$ cat src/rtl/modctr_pkg.sv
package modctr_pkg;
  typedef enum logic [2:0] {
    OP_HOLD,
    OP_PRESET,
    OP_LOAD,
    OP_UP,
    OP_DOWN
  } ctr_op_e;
endpackage

$ cat src/rtl/modctr_op_decode.sv
module modctr_op_decode
  import modctr_pkg::*;
(
  input  logic    clk_en,
  input  logic    cnt_en,
  input  logic    set_n,
  input  logic    load,
  input  logic    dir_up,
  output ctr_op_e op
);
  // Synchronous priority: preset, then load, then counting.
  always_comb begin
    op = OP_HOLD;
    if (clk_en) begin
      if (!set_n)      op = OP_PRESET;
      else if (load)   op = OP_LOAD;
      else if (cnt_en) op = dir_up ? OP_UP : OP_DOWN;
    end
  end
endmodule

$ cat src/rtl/modctr_next_value.sv
module modctr_next_value
  import modctr_pkg::*;
#(
  parameter int WIDTH   = 6,
  parameter int MODULUS = 50,
  parameter int PRESET  = 42
) (
  input  ctr_op_e          op,
  input  logic [WIDTH-1:0] cur,
  input  logic [WIDTH-1:0] load_data,
  output logic [WIDTH-1:0] nxt
);
  localparam bit             FULL_RANGE = (MODULUS == (1 << WIDTH));
  localparam logic [WIDTH-1:0] TOP      = WIDTH'(MODULUS - 1);
  localparam logic [WIDTH-1:0] PRE_V    = WIDTH'(PRESET % MODULUS);
  localparam logic [WIDTH:0]   MOD_EXT  = (WIDTH+1)'(MODULUS);

  logic [WIDTH-1:0] inc_v, dec_v, ld_v;

  generate
    if (FULL_RANGE) begin : g_free
      assign inc_v = cur + 1'b1;
      assign dec_v = cur - 1'b1;
      assign ld_v  = load_data;
    end else begin : g_mod
      assign inc_v = (cur >= TOP) ? '0 : cur + 1'b1;
      assign dec_v = (cur == '0) ? TOP : cur - 1'b1;
      assign ld_v  = WIDTH'({1'b0, load_data} % MOD_EXT);
    end
  endgenerate

  always_comb begin
    unique case (op)
      OP_PRESET: nxt = PRE_V;
      OP_LOAD:   nxt = ld_v;
      OP_UP:     nxt = inc_v;
      OP_DOWN:   nxt = dec_v;
      default:   nxt = cur;
    endcase
  end
endmodule

$ cat src/rtl/modctr_terminal.sv
module modctr_terminal #(
  parameter int WIDTH   = 6,
  parameter int MODULUS = 50
) (
  input  logic [WIDTH-1:0] cur,
  input  logic             dir_up,
  output logic             term
);
  localparam logic [WIDTH-1:0] TOP = WIDTH'(MODULUS - 1);

  assign term = dir_up ? (cur == TOP) : (cur == '0);
endmodule

$ cat src/rtl/modctr_top.sv
module modctr_top
  import modctr_pkg::*;
#(
  parameter int WIDTH   = 6,
  parameter int MODULUS = 50,
  parameter int PRESET  = 42
) (
  input  logic             clk,
  input  logic             clr,
  input  logic             clk_en,
  input  logic             cnt_en,
  input  logic             dir_up,
  input  logic             set_n,
  input  logic             load,
  input  logic [WIDTH-1:0] load_data,
  output logic [WIDTH-1:0] count,
  output logic             term_cnt
);
  ctr_op_e          op;
  logic [WIDTH-1:0] cnt_q, cnt_d;

  modctr_op_decode u_dec (
    .clk_en (clk_en),
    .cnt_en (cnt_en),
    .set_n  (set_n),
    .load   (load),
    .dir_up (dir_up),
    .op     (op)
  );

  modctr_next_value #(.WIDTH(WIDTH), .MODULUS(MODULUS), .PRESET(PRESET)) u_nxt (
    .op        (op),
    .cur       (cnt_q),
    .load_data (load_data),
    .nxt       (cnt_d)
  );

  always_ff @(posedge clk or posedge clr) begin
    if (clr) cnt_q <= '0;
    else     cnt_q <= cnt_d;
  end

  modctr_terminal #(.WIDTH(WIDTH), .MODULUS(MODULUS)) u_term (
    .cur    (cnt_q),
    .dir_up (dir_up),
    .term   (term_cnt)
  );

  assign count = cnt_q;
endmodule

$ cat config.mk
export PLATFORM = sky130hd
export DESIGN_NAME = modctr_top
export DESIGN_NICKNAME = d
export VERILOG_FILES = /design/src/rtl/modctr_pkg.sv /design/src/rtl/modctr_op_decode.sv /design/src/rtl/modctr_next_value.sv /design/src/rtl/modctr_terminal.sv /design/src/rtl/modctr_top.sv
export SDC_FILE = /design/constraint.sdc
export NUM_CORES = 1
export LEC_CHECK = 0
export BUFFER_PORTS_ARGS = -buffer_cell sky130_fd_sc_hd__buf_4
export CAP_MARGIN = 10
export CORE_ASPECT_RATIO = 0.6
export CORE_MARGIN = 5
export CORE_UTILIZATION = 31
export DETAILED_ROUTE_END_ITERATION = 8
export PLACE_DENSITY = 0.58
export SLEW_MARGIN = 20
export SYNTH_ARGS = -nofsm -noshare
export SYNTH_HDL_FRONTEND = slang
export SYNTH_HIERARCHICAL = 1
export SYNTH_SLANG_ARGS = --single-unit
$ cat constraint.sdc
create_clock -name clk -period 2.1 [get_ports clk]
set_input_delay 0.21 -clock clk [delete_from_list [all_inputs] [get_ports clk]]
set_output_delay 0.21 -clock clk [all_outputs]
set_load 0.05 [all_outputs]
---- After elaboration in Yosys (flattened, before gate mapping) ----
Cells that the tools add are included.
storage, ports and cells
  memory bits (writable) .................. 0
  latch bits .............................. 0
  memories ................................ 0
  output and inout port bits .............. 7
  register bits after elaboration ......... 6
  bits in read-only memories .............. 0
  input port bits ......................... 13
  word-level logic and storage cells ...... 21
operators by class
  multiplexer cells ....................... 9
  equal/unequal tests ..................... 5
  shifts and indexed selects .............. 0
  $lt $le $gt $ge ......................... 1
  $mul .................................... 0
  div/mod/pow operators ................... 1
  add/sub/neg operators ................... 2
  reductions and logical operators ........ 2
  bitwise gates (word level) .............. 0
operators by type and width
  kind                   number
  $pmux W6 S4            1
  $mux W3                5
  $mux W6                2
  $mod A6 B6 Y7 const B  1
  $add A6 B1 Y6 const B  1
  $eq A3 B2 Y1 const B   2
  $eq A6 B6 Y1 const B   1
  $ge A6 B6 Y1 const B   1
  $logic_not A6 Y1       1
  $sub A6 B1 Y6 const B  1
  $reduce_bool A4 Y1     1
  $eq A3 B1 Y1 const B   1
  $eq A3 B3 Y1 const B   1
  $mux W1                1

---- Longest topological paths before layout ----
  depth in word-level cells ............... 7
  mapped depth ............................ 8
  gate-level depth less buffers ........... 7

---- Hierarchy ----
The synthesis kept the hierarchy.
modules (own cells, without submodules)
  module             area each (µm²)  cells each  seq. area each (µm²)  times used
  modctr_next_value  611.8            91          0.0                   1
  modctr_top         153.9            7           150.1                 1
  modctr_op_decode   42.5             6           0.0                   1
  modctr_terminal    28.8             3           0.0                   1

---- Worst setup path before layout ----
Ideal clock, no wire load.
  path kind ............................... register -> output
  from .................................... reg cnt_q[5] (netlist: count[5])
  to ...................................... out term_cnt
  arrival time ............................ 2.339 ns
  cell stages (with the launch flop) ...... 3
  slack ................................... -0.449 ns
  cell sequence ........................... dfrtp_1 -> or4_1 -> a2111oi_2
between the ends
  cells in the longest elaborated chain, start to end .. 2
  elaborated cells between the ends (all ways) .. 3
  those cells by class .................... 1 x eq/ne; 1 x mux; 1 x reduce/logical
RTL lines
  element                                                  line                   text
  start: declaration                                       modctr_top.sv:20       logic [WIDTH-1:0] cnt_q, cnt_d;
  start signal: assignment                                 modctr_top.sv:40       else cnt_q <= cnt_d;
  $eq A6 B6 Y1 / $logic_not A6 Y1 (equally long branches)  modctr_terminal.sv:11  assign term = dir_up ? (cur == TOP) : (cur == '0);
  $mux W1 (*)                                              modctr_terminal.sv:11
  end: declaration                                         modctr_top.sv:17       output logic term_cnt
Every way passes the cells marked *; elsewhere a longest branch is shown, timed or not.

---- Final worst setup path ----
  from .................................... reg cnt_q[0] (netlist: count[0])
  to ...................................... out term_cnt
Same word-level chain as after synthesis.

==> impl_results.md <==
* GRT Util Overall at 12.0%
* CTS tree: yes
* Leakage Power at between 0.4 and 0.5 nW
* Reg-to-reg critical path startpoint: count[0]$_DFF_PP0_
* Largest net degree at the start of global routing at 14
* Peak supply drop at a little under 0.3 mV
* Ant. Diodes at 0
* Crit path DAT at between 1500 and 2000 ps
* Synth Area in Adders at 8.97%
* Setup CP Type: flop to primary output
* Final setup violation count at 0
* Tcrit/Tclk final at a little over nine tenths
* Final setup TNS at 0 ps
* Hold path start: load_data[4]
* Post-DRT Antenna Nets at 0
* Longest Clk Path Bufs at 2
* H-tree depth at 1
* Fin nets at around 150
* Initial drt markers at a little over 90
* CTS buffer count at 3
* Global-route wire length before repair at 3810 um
* Placer Congestion at roughly 0.9
* Post-Synth Simple-Gate Area at 27.5%
* Clock Skews at 3.43 ps
* EDFF count, synth at 0
* Cell Area, Synth at roughly 840 um^2
* Slew Limit Fails at 0
* Clock transition at the registers of the reported paths at about 40 ps
* CP Launch Point: count[0]$_DFF_PP0_
* Final Hold Slack at 289 ps
* Post-route minimum period at 2010 ps
* Data required time of the worst path at 1890 ps
* Pre-antenna DRT Iters at 4
* Worst-Skew Late Latency at 220 ps
* Synth Warn # at 6
* Core area at 2540 um^2
* Sequential-to-total area share from yosys stat at 17.9%
* Synth top area share at between 10% and 20%
* Number of global-route vias before repair at between 800 and 900
* Die ar. at 3870 um^2
* Final hold vios at 0
* Avg Inst Size Synth at 7.82 um^2
* Overflow after GRT at 0
* Max reg flops at 6
* Worst Setup Slack, final at 89.4 ps
* Drt total wl at 2360 um
* CP startpoint kind: flop
* RSZ-0062 raised after global routing: false
* DRC at 0
* CTS root buffer: clkbuf_8
* Main synth FF type: dfrtp_1
* Max Fclk at just under 500 MHz
* Seq cells post-synth at 6
* Vert. Die Dim at between 50 and 60 um
* Syn Nets at ~130
* Synth cell types at 43
* Post-synthesis compound-gate area fraction at between 30% and 40%
* Slew margin rel. at roughly 70%
* Syn Inst Count at between 100 and 150
* Row count at 14
* # clock sinks at 6
* Max FO, Critical Path at 13
* Worst setup EP type: primary output
* Syn-to-layout area delta at 32.7%
* Status: completed
* Fraction of layout cells with a size suffix above 1 at between 30% and 40%
* Tightest Pin Transition at approximately 420 ps
* Via count at roughly 890
* Via/cell ratio at 5.42
* Crit-path max cell delay at ~570 ps
* Synth Area in XOR/XNOR at roughly 5.2%
* Initial antenna violation count at 0
* I/O pin cnt at 20
* Dpl hpwl at ~1900 um
* Total Power at between 0.6 and 0.7 mW
* WL/cell at 14.4 um
* PortBufs at 19
* Critical path's slowest cell: or4_4
* Cell taking the most area after synthesis: dfrtp_1
* Post-synthesis mux area share at between 1 and 1.5%
* HP Class: input port to flop
* Crit-path cells: or4_4 > a2111oi_4 > buf_6
* FFs w/ async S/R, synth at 100%
* PwrDens at 590 nW/um^2
* Largest family of logic cells by synthesized area: compound AO/OA/AOI/OAI gates
* Worst slack, placed at 205 ps
* Max-cap violations at 0
* Initial Util at 33.0%
* Cells taking the most area after synthesis: dfrtp_1 (18%), ha_1 (9.0%), a21oi_1 (5.4%)
* Layout Utilization at a little over two fifths
* DIE WIDTH at between 70 and 80 um
## final timing paths
path / to / slack [ps] / cells past startpoint
worst min register to register: count[1]$_DFF_PP0_ / 700 / 2
max in group asynchronous: count[5]$_DFF_PP0_ / 1410 / 3
worst max register to register: count[5]$_DFF_PP0_ / 170 / 7
worst min-delay path: count[4]$_DFF_PP0_ / 290 / 3
min in group asynchronous: count[3]$_DFF_PP0_ / 480 / 3
worst max-delay path: term_cnt / 90 / 3
## where the power goes
group	switching (mW)	leakage (nW)	internal [mW]	total, mW
combinational	0.184	0.370	0.124	0.308
sequential	0.0404	0.0656	0.135	0.176
clock	0.0490	0.0216	0.123	0.172
## what timing repair did
action	4_1_cts	5_1_grt
endpoints found under the hold margin	6	0
endpoints found under the setup margin	0	1
resized for setup	0	2
hold buffers	1	0
setup buffers	0	0
## worst max-delay path, delay by kind of cell, from the launching register on
family	cells	cell delay, ps
flops	1	480
simple gates	1	570
buf+inv	1	200
compound gates	1	320
## synth_stat cells (2+ instances only)
| master | instances |
|---|---|
| nand3b_1 | 2 |
| xnor2_1 | 4 |
| nand3_1 | 5 |
| nor2_1 | 6 |
| nand4_1 | 3 |
| nor3_1 | 4 |
| a21oi_1 | 9 |
| o21a_1 | 2 |
| nand2b_1 | 3 |
| dfrtp_1 | 6 |
| inv_1 | 9 |
| a31oi_1 | 3 |
| o21ai_0 | 8 |
| nand2_1 | 6 |
| o211ai_1 | 2 |
| ha_1 | 6 |
| buf_6 | 2 |
| clkbuf_1 | 2 |
## layout by cell type (no fill, tap or decap), types with 3 or more instances in the layout
cell      instances
a21oi_1           9
a31oi_1           3
buf_4            24
clkbuf_8          3
dfrtp_2           4
ha_1              6
inv_1             9
nand2_1           6
nand2b_1          3
nand3_1           5
nand4_1           3
nor2_1            6
nor3_1            4
o21ai_0           8
xnor2_1           4
## final cells by class
type                    instances  area, um^2
flip-flops and latches          6         155
clock buffers                   3        41.3
repair buffers                 26         201
multi-input cells              88         639
well taps                      32        40.0
fillers                       259        1430
inverters                       9        33.8
## per-layer routing
metal | up-vias | part of all wire (%) | global-route usage, %
met5 | - | 0 | 0
met4 | 0 | 0 | 1.71
met3 | 0 | 9.0 | 3.57
met2 | 37 | 41 | 17.3
met1 | 406 | 50 | 17.9
li1 | 446 | - | -
## per-stage QoR
step	std cells	cell area (um^2)
4_1_cts	164	1100
3_5_place_dp	160	1050
5_1_grt	164	1110
3_3_place_gp	160	1050
2_1_floorplan	107	855
6_report	164	1110
## kinds of logic after synthesis
kind of cell | count (synthesis)
simple gates | 39
compound gates | 37
buf+inv | 13
fa+ha+maj | 6
flops | 6
xor+xnor | 5
mux | 1
No activity file was read; power rests on OpenSTA's default activity.
